File: src/rtl/audio_wr_packer.sv
module audio_wr_packer (
  input  logic        clk,
  input  logic        rst_n,
  input  logic [1:0]  len_mode,
  input  logic        wr_en,
  input  logic [3:0]  wr_be,
  input  logic [31:0] wr_data,
  input  logic        fifo_full,
  output logic        fifo_push,
  output logic [31:0] fifo_wdata,
  output logic        fifo_wide,
  output logic        overflow
);

  logic [1:0]  top_lane;
  logic [3:0]  used, eff_be;
  logic [31:0] stage, merged, keep, word;
  logic        fire;

  always_comb begin
    case (len_mode)
      2'd0:    begin top_lane = 2'd1; keep = 32'h0000_FFFF; end
      2'd1:    begin top_lane = 2'd2; keep = 32'h000F_FFFF; end
      2'd2:    begin top_lane = 2'd2; keep = 32'h00FF_FFFF; end
      default: begin top_lane = 2'd3; keep = 32'hFFFF_FFFF; end
    endcase
  end

  assign used   = 4'b1111 >> (2'd3 - top_lane);
  assign eff_be = wr_en ? (wr_be & used) : 4'b0000;
  assign fire   = eff_be[top_lane];

  for (genvar i = 0; i < 4; i++) begin : g_lane
    assign merged[8*i +: 8] = eff_be[i] ? wr_data[8*i +: 8] : stage[8*i +: 8];
  end

  assign word = merged & keep;

  always_ff @(posedge clk or negedge rst_n) begin
    if (!rst_n) begin
      stage      <= '0;
      fifo_push  <= 1'b0;
      fifo_wdata <= '0;
      fifo_wide  <= 1'b0;
      overflow   <= 1'b0;
    end else begin
      fifo_push <= fire && !fifo_full;
      if (fire) begin
        stage <= '0;
        if (fifo_full) begin
          overflow <= 1'b1;
        end else begin
          fifo_wdata <= word;
          fifo_wide  <= (len_mode != 2'd0);
        end
      end else if (|eff_be) begin
        stage <= merged;
      end
    end
  end

  AST_PUSH_FOLLOWS_WRITE: assert property (@(posedge clk) disable iff (!rst_n)
    fifo_push |-> $past(wr_en));
  AST_TOP_WRITE_PUSHES: assert property (@(posedge clk) disable iff (!rst_n)
    wr_en && wr_be[3] && len_mode == 2'd3 && !fifo_full |=> fifo_push);
  AST_UNUSED_LANE_IGNORED: assert property (@(posedge clk) disable iff (!rst_n)
    wr_en && len_mode == 2'd2 && wr_be == 4'b1000 |=> !fifo_push && $stable(stage));
  AST_NIBBLE_MASK: assert property (@(posedge clk) disable iff (!rst_n)
    fifo_push && $past(len_mode) == 2'd1 |-> fifo_wdata[31:20] == 12'h000);
  AST_NARROW_ENTRY: assert property (@(posedge clk) disable iff (!rst_n)
    fifo_push && !fifo_wide |-> fifo_wdata[31:16] == 16'h0000);
  AST_DROP_ON_FULL: assert property (@(posedge clk) disable iff (!rst_n)
    wr_en && wr_be[3] && len_mode == 2'd3 && fifo_full |=> !fifo_push && overflow);
  AST_OVF_STICKY: assert property (@(posedge clk) disable iff (!rst_n)
    overflow |=> overflow);

endmodule

File: config.mk
export PLATFORM = sky130hd
export DESIGN_NAME = audio_wr_packer
export DESIGN_NICKNAME = d
export VERILOG_FILES = /design/src/rtl/audio_wr_packer.sv
export SDC_FILE = /design/constraint.sdc
export NUM_CORES = 1
export LEC_CHECK = 0
export ABC_AREA = 1
export ABC_CLOCK_PERIOD_IN_PS = 800
export BUFFER_PORTS_ARGS = -buffer_cell sky130_fd_sc_hd__buf_2
export CORE_MARGIN = 2
export CORE_UTILIZATION = 35
export DETAILED_ROUTE_END_ITERATION = 10
export PLACE_DENSITY = 0.68
export SLEW_MARGIN = 30
export SYNTH_ARGS = -nofsm -noshare
export SYNTH_HDL_FRONTEND = slang
export SYNTH_SLANG_ARGS = --single-unit
export TNS_END_PERCENT = 20
File: constraint.sdc
create_clock -name clk -period 0.8 [get_ports clk]
set_input_delay 0.08 -clock clk [delete_from_list [all_inputs] [get_ports clk]]
set_output_delay 0.08 -clock clk [all_outputs]
set_load 0.02 [all_outputs]
==> reports/results.txt <==
Post-synthesis sequential area ratio = 51.7%
Total gr overflow = 0
Most common cell after layout, fill and taps aside = nand2_1
Period utilization = 123%
Min-Delay Path Class = primary input to flip-flop
GPL Wtd Cong = 0.803
WL per Instance = 11.9 µm
Crit-path slowest cell = dfrtp_1
Tot Pwr = 10.4 mW
Root Buffer = clkbuf_8
FMAX = 1020 MHz
Hold Startpoint = wr_data[18]
Pin count of the biggest net entering global routing = 68
Vias = 2897
Die footprint = 10100 µm²
Post-synth EDFFs = 0
Relative slew slack = 75.7%
HPWL Detailed = 5.23 mm
Worst Skew = 0.00462 ns
Pwr dens = 2240 nW/µm²
Cell family with the largest share of critical-path delay = flip-flops
Reg-to-Reg End = fifo_wdata[26]$_DFFE_PN0P_
Critical Path Start Type = flip-flop
Post-route setup slack = -0.181 ns
Avg Inst Size Synth = 7.91 µm²
Core Region = 9110 µm²
# nets final = 575
Core Util, Final = 51.1%
Met2 WL = 3.81 mm
Yosys reg bits = 67
Mapped Cells = 410
M1 WL = 3.39 mm
RSZ-0062 raised after global routing = true
Syn. warnings = 0
DR WL met3 = 367 µm
Worst-Skew Late Latency = 0.34 ns
Top Ports = 77
Initial drt markers = 100
Cell variety after synth = 21
Sequential Area = 1680 µm²
Endpoints failing hold = 0
TritonCTS Buffers = 9
Net Count, Synth = 455
CTS tree = done
Placed cells = 607
Clock transition at the registers of the reported paths = 0.07 ns
First-pass DRT Iterations = 4
Slew Viols, Final = 0
Total detailed-routing wirelength = 7.66 mm
Port bufs = 76
WHS Path Cells = 5
FP Rows = 35
CP cell instances = buf_6
Worst R2R Setup Slack = -0.05 ns
CP endpoint kind = primary output
# DRC = 0
Die Ht = 100 µm
CP arrival = 0.90 ns
Via count of the first global-routing pass = 2814
Vias per inst = 4.48
Initial Utilization = 35.6%
CP Class = flip-flop to primary output
Most common flop cell mapped by yosys = dfrtp_1
Max-cap violations = 0
Buffers & Inverters on Critical Path = 1
Die W = 100 µm
Min-Delay Endpoint = stage[18]$_DFFE_PN0P_
Layout cell share with drive strength beyond 1 = 34.6%
IR drop worst, VDD = 0.00127 V
Place WS = -0.597 ns
Pleak = 2.62 nW
Tot GR Track Use = 16.0%
Area of the multi-input gates = 1300 µm²
Final antenna-violating net count = 0
Synth top area cells = dfrtp_1 (52%), nand2_1 (15%), inv_1 (8.0%)
Synth area leader = dfrtp_1
CTS Buffer Depth = 2
Initial antenna violation count = 0
Area growth syn-to-layout = 43.5%
Failing checks = setup timing
Highest-count cells in the layout ignoring fill and taps = nand2_1 (112), dfrtp_1 (67), inv_1 (65), buf_2 (51), nor2_1 (49)
Final setup vio count = 102
Top sig layer = met4
Status = finished, violations left
Crit path required time = 0.72 ns
Worst stage delay on the critical path = 0.42 ns
Clock sinks = 67
Post-synth ARST share = 100%
Max Fanout on Critical Path = 2
Synth top area share = 51.7%
Worst slew pin tran = 0.365 ns
Setup TNS = -13.33 ns
Ant. Diodes = 0
# H-tree levels = 3
RR Startpoint = stage[26]$_DFFE_PN0P_
Post-Layout Cell Count = 646
Fill count = 886
Post-Syn Area = 3240 µm²
Time the worst path needs with I/O delays and setup = 0.981 ns
First-pass GRT wire length = 12.8 mm
R2R cell count = 6
sequential cells by signal, indices dropped and copies added, names as in the netlist:
signal	cells
fifo_wdata	32
overflow	1
fifo_wide	1
stage	32
fifo_push	1
cell usage after synthesis, types with 2 or more instances:
| library cell | count |
|---|---|
| nand2_1 | 128 |
| nand3_4 | 2 |
| nand3_1 | 39 |
| clkbuf_1 | 3 |
| ha_1 | 3 |
| nand4_1 | 9 |
| nor2_1 | 49 |
| buf_2 | 8 |
| inv_1 | 69 |
| o21a_1 | 16 |
| dfrtp_1 | 67 |
| buf_4 | 4 |
| buf_6 | 5 |
metrics by stage:
step / cell area (µm²) / hold WS [ns]
finish: 4650 / 0.0689
global route: 4650 / 0.0844
CTS: 4350 / 0.0553
detailed placement: 3970 / 0.133
global placement: 3970 / 0.126
floorplan: 3330 / -0.216
cells by family after synthesis:
group,after synthesis,synth area share [%]
compound gates,18,4.09
fa+ha+maj,3,1.16
buf+inv,91,12.5
flops,67,51.7
simple gates,231,30.5
worst max path at each step:
stage | start | end | slack [ns] | cells after the start
floorplan | len_mode[1] | fifo_wdata[10]$_DFFE_PN0P_ | -0.38 | 12
global placement | len_mode[1] | fifo_wdata[27]$_DFFE_PN0P_ | -0.55 | 10
detailed placement | len_mode[1] | fifo_wdata[11]$_DFFE_PN0P_ | -0.60 | 10
CTS | fifo_wdata[23]$_DFFE_PN0P_ | fifo_wdata[23] | -0.20 | 1
global route | len_mode[1] | fifo_wdata[27]$_DFFE_PN0P_ | -0.23 | 10
finish | fifo_wdata[11]$_DFFE_PN0P_ | fifo_wdata[11] | -0.18 | 1
timing repair:
| item | CTS | global route |
|---|---|---|
| buffers inserted | 3 | 16 |
| gates resized for setup | 35 | 51 |
| pin swaps | 10 | 5 |
| endpoints found under the hold margin | 68 | 0 |
| gates cloned | 1 | 1 |
| endpoints found under the setup margin | 102 | 102 |
| hold buffers | 2 | 0 |
power by group:
group | internal [mW] | total [mW] | switching, mW
combinational | 1.64 | 3.38 | 1.74
sequential | 4.00 | 4.32 | 0.320
clock | 1.46 | 2.74 | 1.28
total | 7.10 | 10.4 | 3.34
layout make-up:
cell class	instances	share of cell area, %
flip-flops and latches	67	36.0
repair buffers	129	22.7
inverters	71	6.21
multi-input cells	252	27.8
clock inverters	3	0.430
clock buffers	13	3.84
well taps	111	2.98
routing by layer:
metal	vias to the layer above	global-route usage, %
met5	-	0
met4	0	5.48
met3	7	3.97
met2	65	26.7
met1	1351	20.3
li1	1474	-
Note: power is estimated with default switching activity, not from simulation.
